**src/rtl/tcc_pkg.sv**
```systemverilog
package tcc_pkg;

    localparam int CNT_W   = 16;
    localparam int FRAC_W  = 4;
    localparam int REG_W   = CNT_W + FRAC_W;
    localparam int BUS_W   = 32;
    localparam int EFF_W   = CNT_W + 1;

    typedef logic [REG_W-1:0]  ccr_t;
    typedef logic [CNT_W-1:0]  cnt_t;
    typedef logic [FRAC_W-1:0] frac_t;
    typedef logic [EFF_W-1:0]  eff_t;

    typedef enum logic {
        DIR_OUT = 1'b0,
        DIR_IN  = 1'b1
    } dir_e;

    typedef struct packed {
        cnt_t  whole;
        frac_t frac;
    } dith_word_t;

    // Store the written word in the layout selected by the dither bit.
    function automatic ccr_t fold_write(input ccr_t w, input logic dith);
        ccr_t r;
        if (dith) r = w;
        else      r = {{FRAC_W{1'b0}}, w[CNT_W-1:0]};
        return r;
    endfunction

    // Place a captured counter value in the selected layout.
    function automatic ccr_t capture_word(input cnt_t c, input logic dith);
        ccr_t r;
        if (dith) r = {c, {FRAC_W{1'b0}}};
        else      r = {{FRAC_W{1'b0}}, c};
        return r;
    endfunction

    function automatic frac_t bit_reverse(input frac_t p);
        frac_t r;
        for (int i = 0; i < FRAC_W; i++) r[i] = p[FRAC_W-1-i];
        return r;
    endfunction

    // A period gets the extra count when its bit-reversed index is below the fraction.
    function automatic logic phase_bumped(input frac_t phase, input frac_t frac);
        return bit_reverse(phase) < frac;
    endfunction

endpackage

```
**src/rtl/tcc_ccr_store.sv**
```systemverilog
module tcc_ccr_store
    import tcc_pkg::*;
(
    input  logic clk,
    input  logic rst,
    input  logic bus_we,
    input  ccr_t wr_word,
    input  cnt_t cnt,
    input  logic upd_ev,
    input  logic cap_ev,
    input  logic preload_en,
    input  logic dither_en,
    input  dir_e dir,
    output ccr_t shadow,
    output ccr_t active
);

    ccr_t shadow_q, active_q;
    ccr_t folded;

    assign folded = fold_write(wr_word, dither_en);

    always_ff @(posedge clk) begin
        if (rst) begin
            shadow_q <= '0;
            active_q <= '0;
        end else if (dir == DIR_IN) begin
            if (cap_ev) shadow_q <= capture_word(cnt, dither_en);
        end else begin
            if (bus_we) begin
                shadow_q <= folded;
                if (!preload_en) active_q <= folded;
            end
            if (preload_en && upd_ev) active_q <= shadow_q;
        end
    end

    assign shadow = shadow_q;
    assign active = active_q;


    in_write_ignored_chk: assert property (@(posedge clk) disable iff (rst)
        (dir == DIR_IN && bus_we && !cap_ev) |=> $stable(shadow_q));


    preload_hold_chk: assert property (@(posedge clk) disable iff (rst)
        (preload_en && !upd_ev) |=> $stable(active_q));


    direct_load_chk: assert property (@(posedge clk) disable iff (rst)
        (dir == DIR_OUT && !preload_en && bus_we) |=> (active_q == shadow_q));


    dith_capture_chk: assert property (@(posedge clk) disable iff (rst)
        (dir == DIR_IN && cap_ev && dither_en) |=>
            (shadow_q[FRAC_W-1:0] == '0 && shadow_q[REG_W-1:FRAC_W] == $past(cnt)));


    plain_capture_chk: assert property (@(posedge clk) disable iff (rst)
        (dir == DIR_IN && cap_ev && !dither_en) |=>
            (shadow_q[REG_W-1:CNT_W] == '0 && shadow_q[CNT_W-1:0] == $past(cnt)));

endmodule

```
**src/rtl/tcc_dither.sv**
```systemverilog
module tcc_dither
    import tcc_pkg::*;
(
    input  logic clk,
    input  logic rst,
    input  logic upd_ev,
    input  logic dither_en,
    input  ccr_t active,
    output eff_t eff
);

    frac_t      phase_q;
    dith_word_t dw;
    logic       bump;

    assign dw = dith_word_t'(active);

    always_ff @(posedge clk) begin
        if (rst)         phase_q <= '0;
        else if (upd_ev) phase_q <= phase_q + 1'b1;
    end

    assign bump = phase_bumped(phase_q, dw.frac);

    always_comb begin
        if (dither_en) eff = {1'b0, dw.whole} + EFF_W'(bump);
        else           eff = {1'b0, active[CNT_W-1:0]};
    end


    phase_step_chk: assert property (@(posedge clk) disable iff (rst)
        upd_ev |=> (phase_q == FRAC_W'($past(phase_q) + 1'b1)));


    phase_hold_chk: assert property (@(posedge clk) disable iff (rst)
        !upd_ev |=> $stable(phase_q));

endmodule

```
**src/rtl/tcc_compare.sv**
```systemverilog
module tcc_compare
    import tcc_pkg::*;
(
    input  logic clk,
    input  logic rst,
    input  dir_e dir,
    input  cnt_t cnt,
    input  eff_t eff,
    output logic cmp_out
);

    logic cmp_q;

    always_ff @(posedge clk) begin
        if (rst) cmp_q <= 1'b0;
        else     cmp_q <= (dir == DIR_OUT) && ({1'b0, cnt} < eff);
    end

    assign cmp_out = cmp_q;


    in_mode_low_chk: assert property (@(posedge clk) disable iff (rst)
        (dir == DIR_IN) |=> !cmp_q);


    zero_cmp_low_chk: assert property (@(posedge clk) disable iff (rst)
        (eff == '0) |=> !cmp_q);

endmodule

```
**src/rtl/tcc_channel.sv**
```systemverilog
module tcc_channel
    import tcc_pkg::*;
(
    input  logic                clk,
    input  logic                rst,
    input  logic                bus_we,
    input  logic [BUS_W-1:0]    bus_wdata,
    output logic [BUS_W-1:0]    bus_rdata,
    input  logic [CNT_W-1:0]    cnt_i,
    input  logic                upd_ev,
    input  logic                cap_ev,
    input  logic                preload_en,
    input  logic                dither_en,
    input  logic                dir_in,
    output logic                cmp_out
);

    ccr_t shadow, active;
    eff_t eff;
    dir_e dir;
    logic unused_hi;

    assign dir       = dir_e'(dir_in);
    assign unused_hi = ^bus_wdata[BUS_W-1:REG_W];

    tcc_ccr_store u_store (
        .clk        (clk),
        .rst        (rst),
        .bus_we     (bus_we),
        .wr_word    (bus_wdata[REG_W-1:0]),
        .cnt        (cnt_i),
        .upd_ev     (upd_ev),
        .cap_ev     (cap_ev),
        .preload_en (preload_en),
        .dither_en  (dither_en),
        .dir        (dir),
        .shadow     (shadow),
        .active     (active)
    );

    tcc_dither u_dither (
        .clk       (clk),
        .rst       (rst),
        .upd_ev    (upd_ev),
        .dither_en (dither_en),
        .active    (active),
        .eff       (eff)
    );

    tcc_compare u_cmp (
        .clk     (clk),
        .rst     (rst),
        .dir     (dir),
        .cnt     (cnt_i),
        .eff     (eff),
        .cmp_out (cmp_out)
    );

    assign bus_rdata = {{(BUS_W-REG_W){1'b0}}, shadow};


    reserved_zero_chk: assert property (@(posedge clk) disable iff (rst)
        bus_we |=> (bus_rdata[BUS_W-1:REG_W] == '0));

endmodule

```
**config.mk**
```make
export PLATFORM = sky130hd
export DESIGN_NAME = tcc_channel
export DESIGN_NICKNAME = d
export VERILOG_FILES = /design/src/rtl/tcc_pkg.sv /design/src/rtl/tcc_ccr_store.sv /design/src/rtl/tcc_dither.sv /design/src/rtl/tcc_compare.sv /design/src/rtl/tcc_channel.sv
export SDC_FILE = /design/constraint.sdc
export NUM_CORES = 1
export LEC_CHECK = 0
export ABC_CLOCK_PERIOD_IN_PS = 3800
export BUFFER_PORTS_ARGS = -buffer_cell sky130_fd_sc_hd__buf_2
export CORE_MARGIN = 3
export CORE_UTILIZATION = 50
export CTS_CLUSTER_SIZE = 20
export DETAILED_ROUTE_END_ITERATION = 8
export GPL_ROUTABILITY_DRIVEN = 0
export PLACE_DENSITY = 0.77
export SYNTH_ARGS = -nofsm -noshare
export SYNTH_HDL_FRONTEND = slang
export SYNTH_SLANG_ARGS = --single-unit
```
**constraint.sdc**
```tcl
create_clock -name clk -period 3.8 [get_ports clk]
set_clock_uncertainty 0.2 [all_clocks]
set_input_delay 0.38 -clock clk [delete_from_list [all_inputs] [get_ports clk]]
set_output_delay 0.38 -clock clk [all_outputs]
set_load 0.01 [all_outputs]
```
-- Word-level counts from Yosys, hierarchy flattened
Cells that the tools add are included.
- add/subtract/negate cells: 2
- bitwise logic cells: 1
- shift-type cells: 0
- divide/modulo/power cells: 0
- reductions and logical operators: 6
- mux-type cells: 9
- multiply operators: 0
- $lt $le $gt $ge: 2
- equality and inequality tests: 2
- operators by type and width (cell ; count):
    20-bit two-way mux ; 8
    16-bit by 1-bit adder with 17-bit output ; 1
    16-bit by 17-bit less-than comparator with 1-bit output ; 1
    17-bit two-way mux ; 1
    4-bit by 1-bit adder with 4-bit output (second input constant) ; 1
    4-bit less-than comparator ; 1
    2-bit nonzero test ; 2
    3-bit AND reduction ; 1
    1-bit logical AND ; 2
    2-bit by 1-bit inequality test with 1-bit output (second input constant) ; 1
    2-bit inequality test (second input constant) ; 1
    2-bit AND reduction ; 1
    1-bit inverter ; 1
- bits in registers: 45
- memories: 0
- output and inout port bits: 33
- ROM bits: 0
- input port bits: 56
- latch bits: 0
- word-level logic and storage cells: 26
- bits in writable memories: 0

-- Logic depth before layout (Yosys ltp)
- word-level depth: 5
- mapped depth: 16
- depth with buffers taken out: 16

-- Hierarchy
From an unflattened synthesis, not the netlist that was laid out.
- cells, all modules: 388
- area total of the unflattened synthesis: 3253.1 sq um
- modules (own cells, without submodules) (module ; cells an instance ; sequential area each (sq um) ; times used ; area an instance (sq um)):
    tcc_ccr_store ; 210 ; 800.8 ; 1 ; 2029.4
    tcc_dither ; 109 ; 80.1 ; 1 ; 711.9
    tcc_compare ; 56 ; 20.0 ; 1 ; 417.9
    tcc_channel ; 13 ; 0.0 ; 1 ; 93.8

-- Worst setup path before layout
No wires, ideal clock.
- path kind: flip-flop to flip-flop
- start: register u_store.active_q[1] (netlist: u_store.active[1])
- end: register u_cmp.cmp_q (netlist: u_cmp.cmp_out)
- setup slack: 0.490 ns
- data arrival time: 3.023 ns
- data required time: 3.513 ns
- setup time: 0.087 ns
- path buffers: 0
- stages on the path, launching flop included: 15
- cell sequence: dfxtp_1 -> inv_1 -> ha_1 -> a21o_1 -> a21o_1 -> a21oi_1 -> ha_1 -> ha_1 -> and4_2 -> and4_1 -> xor2_1 -> mux2i_1 -> ha_1 -> or4_1 -> o31ai_1
- longest elaborated chain between the ends: 5
- RTL lines (element ; line ; RTL):
    start, declared ; tcc_ccr_store.sv:18 ; ccr_t shadow_q, active_q;
    start signal, assigned ; tcc_ccr_store.sv:32 ; if (!preload_en) active_q <= folded;
    start signal, assigned ; tcc_ccr_store.sv:34 ; if (preload_en && upd_ev) active_q <= shadow_q;
    4-bit less-than comparator ; tcc_pkg.sv:48 ; return bit_reverse(phase) < frac;
    16-bit by 1-bit adder with 17-bit output ; tcc_dither.sv:26 ; if (dither_en) eff = {1'b0, dw.whole} + EFF_W'(bump);
    17-bit two-way mux (*) ; tcc_dither.sv:26 ;
    16-bit by 17-bit less-than comparator with 1-bit output (*) ; tcc_compare.sv:16 ; else cmp_q <= (dir == DIR_OUT) && ({1'b0, cnt} < eff);
    1-bit logical AND (*) ; tcc_compare.sv:16 ;
    end signal, assigned ; tcc_compare.sv:16 ;
    end, declared ; tcc_compare.sv:12 ; logic cmp_q;
Every way passes the cells marked *; elsewhere a longest branch is shown, timed or not.
A chain may end at the register's enable or synchronous reset.

-- Final worst setup path
Ends and elaborated chain as after synthesis.

==> metrics <==
crit path time final approximately 3.6 ns; adder-cell share of the synthesized area about 8.5%; complex-gate fraction of the synthesized area roughly 18%; max-slew violations 0; max-cap violations 0; worst-path cell chain inv_1, ha_1, a21o_1, a21o_1, a21oi_1, ha_2, ha_4, and4_4, nand4_1, xnor2_1, mux2i_1, ha_1, a21oi_2, o21ai_0, o31a_1, o31ai_1; post-synthesis area per instance a little over 8 um2; met2 wire length about 4000 um; LEAKAGE ~1.5 nW; CP max-delay cell ha_1; setup TNS 0 ns; most frequent cells in the layout buf_2 (64), nor2_1 (60), dfxtp_1 (45); top routing layer used met4; Ys Warns 0; H-Tree Depth 2; clk_lat worst skew just under 0.3 ns; layout cells sized above 1 21.4%; top cells by area, synth dfxtp_1 (29%), ha_1 (8.5%), mux2i_1 (7.8%); WL per Instance roughly 17 um; PwrDens 347 nW/um2; Worst setup SP type register; mux cell area share after synthesis approximately 10%; die footprint 7160 um2; Die Y approximately 85 um; Synth Flop Type dfxtp_1; #FFs+latches synth between 40 and 50; area leader, netlist dfxtp_1; # diodes 0; DR vias/cell about 6.1; Final #Nets 506; peak supply drop approximately 220 uV; IO buf count 64; Synth top area share ~29%; largest family of logic cells by synthesized area simple AND/OR/NAND/NOR gates; Hold Fails Final Rpt 0; CTS root buf clkbuf_8; Post-CTS Hold Buffers 0; Post-synth EDFFs 0; Rows 28; Post-DP HPWL 6220 um; Util after Layout 58.8%; RSZ-0062 raised after global routing no; Top Family by Delay on Critical Path compound AO/OA/AOI/OAI gates; Area after DPL 3360 um2; CP required around 3.8 ns; final worst path period share between 90 and 100%; DRT iter0 DRCs a little under 400; WP data arrival around 3.6 ns; Slew HR 40.7%; CTS max path bufs 2; kind of critical path reg2reg; Num Clock Sinks 45; CP max FO 5; fmax 281 MHz; commonest non-fill, non-tap cell in the layout buf_2; Pre-antenna DRT Iters 5; Initial Utilization about half; cts bufs inserted 5; area grow syn2layout 13.3%; critical path capture point type register; CP max stage delay around 0.36 ns; DRC 0; register area share after synthesis ~29%; Setup-failing EPs final 0; Synth async-reset ratio 0%; first-pass GRT wire length between 10,000 and 15,000 um; initial antenna violation count 0; die span in x about 85 um; Post-Synth XOR/XNOR Area under 10%; total wire length approximately 8600 um; Hold WC Path Type in2reg; Post-Synthesis Cells 383; worst slew pin tran 0.890 ns; total gr overflow 0; CTS tree built; core outline area approximately 6000 um2; outcome complete, no violations; vias in the first global route 2,807; clk slew on worst S/H paths 0.09 ns; Post-Layout Inst Area between 3000 and 4000 um2; Met1 Wirelength between 3000 and 4000 um; gr usage total approximately a quarter; Synth Cell Area between 3000 and 4000 um2; Post-Synth Simple-Gate Area approximately 22%; largest net degree at the start of global routing 48; Routed Antenna Nets 0; WP buf/inv 1; I/O pin cnt 89; WL met3 about 700 um; Distinct cells, synth between 40 and 50; via count just over 3,000
==> worst paths after layout <==
path | start | to | slack [ns] | depth (start not counted)
worst max-delay path | u_store.active[1]$_SDFFE_PP0P_ | u_cmp.cmp_out$_SDFF_PP0_ | 0.24 | 16
worst min-delay path | bus_wdata[11] | u_store.active[11]$_SDFFE_PP0P_ | 0.16 | 3
worst max register to register | u_store.active[1]$_SDFFE_PP0P_ | u_cmp.cmp_out$_SDFF_PP0_ | 0.24 | 16
worst min register to register | u_store.shadow[19]$_SDFFE_PP0P_ | u_store.shadow[19]$_SDFFE_PP0P_ | 0.27 | 2
==> per-layer routing <==
metal  global-route usage, %  vias up
li1                        -     1465
met1                    35.3     1449
met2                    37.2      141
met3                    4.02       10
met4                    6.04        0
met5                       0        -
==> registers in the layout, indices dropped and copies added (netlist names) <==
name              flops
u_store.shadow       20
u_cmp.cmp_out         1
u_dither.phase_q      4
u_store.active       20
==> worst register-to-register path, stage by stage (launching register included) <==
cell     delay (ns)
dfxtp_1        0.35
inv_1          0.05
ha_1           0.28
a21o_1         0.15
a21o_1         0.17
a21oi_1        0.16
ha_2           0.24
ha_4           0.15
and4_4         0.25
nand4_1        0.11
xnor2_1        0.15
mux2i_1        0.09
ha_1           0.36
a21oi_2        0.15
o21ai_0        0.09
o31a_1         0.33
o31ai_1        0.19
==> Yosys cell counts, types with 2 or more instances <==
master / n
buf_4: 13
nor2_1: 60
a21oi_1: 26
a21o_1: 2
nand2b_1: 2
a221oi_1: 4
inv_1: 6
buf_2: 5
nand4_1: 6
a311oi_1: 20
xor2_1: 5
a211oi_1: 14
buf_1: 4
nand3_1: 35
dfxtp_1: 45
nand2_1: 27
mux2i_1: 24
clkbuf_1: 17
nor3_1: 5
o21ai_0: 3
ha_1: 21
and4_4: 2
mux2_2: 5
xnor2_1: 10
==> repair_timing <==
| item | in CTS | in global routing |
|---|---|---|
| gates resized for setup | 0 | 5 |
| endpoints found under the hold margin | 0 | 0 |
| setup buffers | 0 | 0 |
| setup endpoints to repair | 0 | 1 |
==> kinds of logic (layout without fill, tap and decap cells) <==
family / after synthesis / count (layout)
AO/OA/AOI/OAI: 77 / 77
adder cells (fa/ha/maj): 21 / 21
flip-flops: 45 / 45
multiplexers: 30 / 30
other: 1 / 12
buffers and inverters: 47 / 83
XOR/XNOR: 15 / 15
AND/OR/NAND/NOR: 147 / 147
==> power breakdown <==
| group | leakage (nW) | total [mW] | internal [mW] | switching, mW |
|---|---|---|---|---|
| registers | 0.371 | 0.546 | 0.506 | 0.0407 |
| clock network | 0.0585 | 0.377 | 0.215 | 0.162 |
| logic | 1.07 | 0.292 | 0.123 | 0.169 |
==> cell type report <==
cell class / instances / area, um2
well taps: 75 / 93.8
repair buffers: 69 / 358
clock inverters: 1 / 30.0
fillers: 548 / 2450
multi-input cells: 302 / 2010
flip-flops and latches: 45 / 901
inverters: 6 / 22.5
clock buffers: 7 / 86.3
==> through the flow <==
step,std cells,hold WS (ns),power (mW),setup slack [ns]
finish,505,0.156,1.21,0.236
global route,505,0.170,1.28,0.0169
CTS,505,0.150,1.21,0.166
detailed placement,497,0.260,0.842,0.184
global placement,497,0.255,0.831,0.238
floorplan,394,0.271,0.752,0.490
Note: power is estimated with default switching activity, not from simulation.
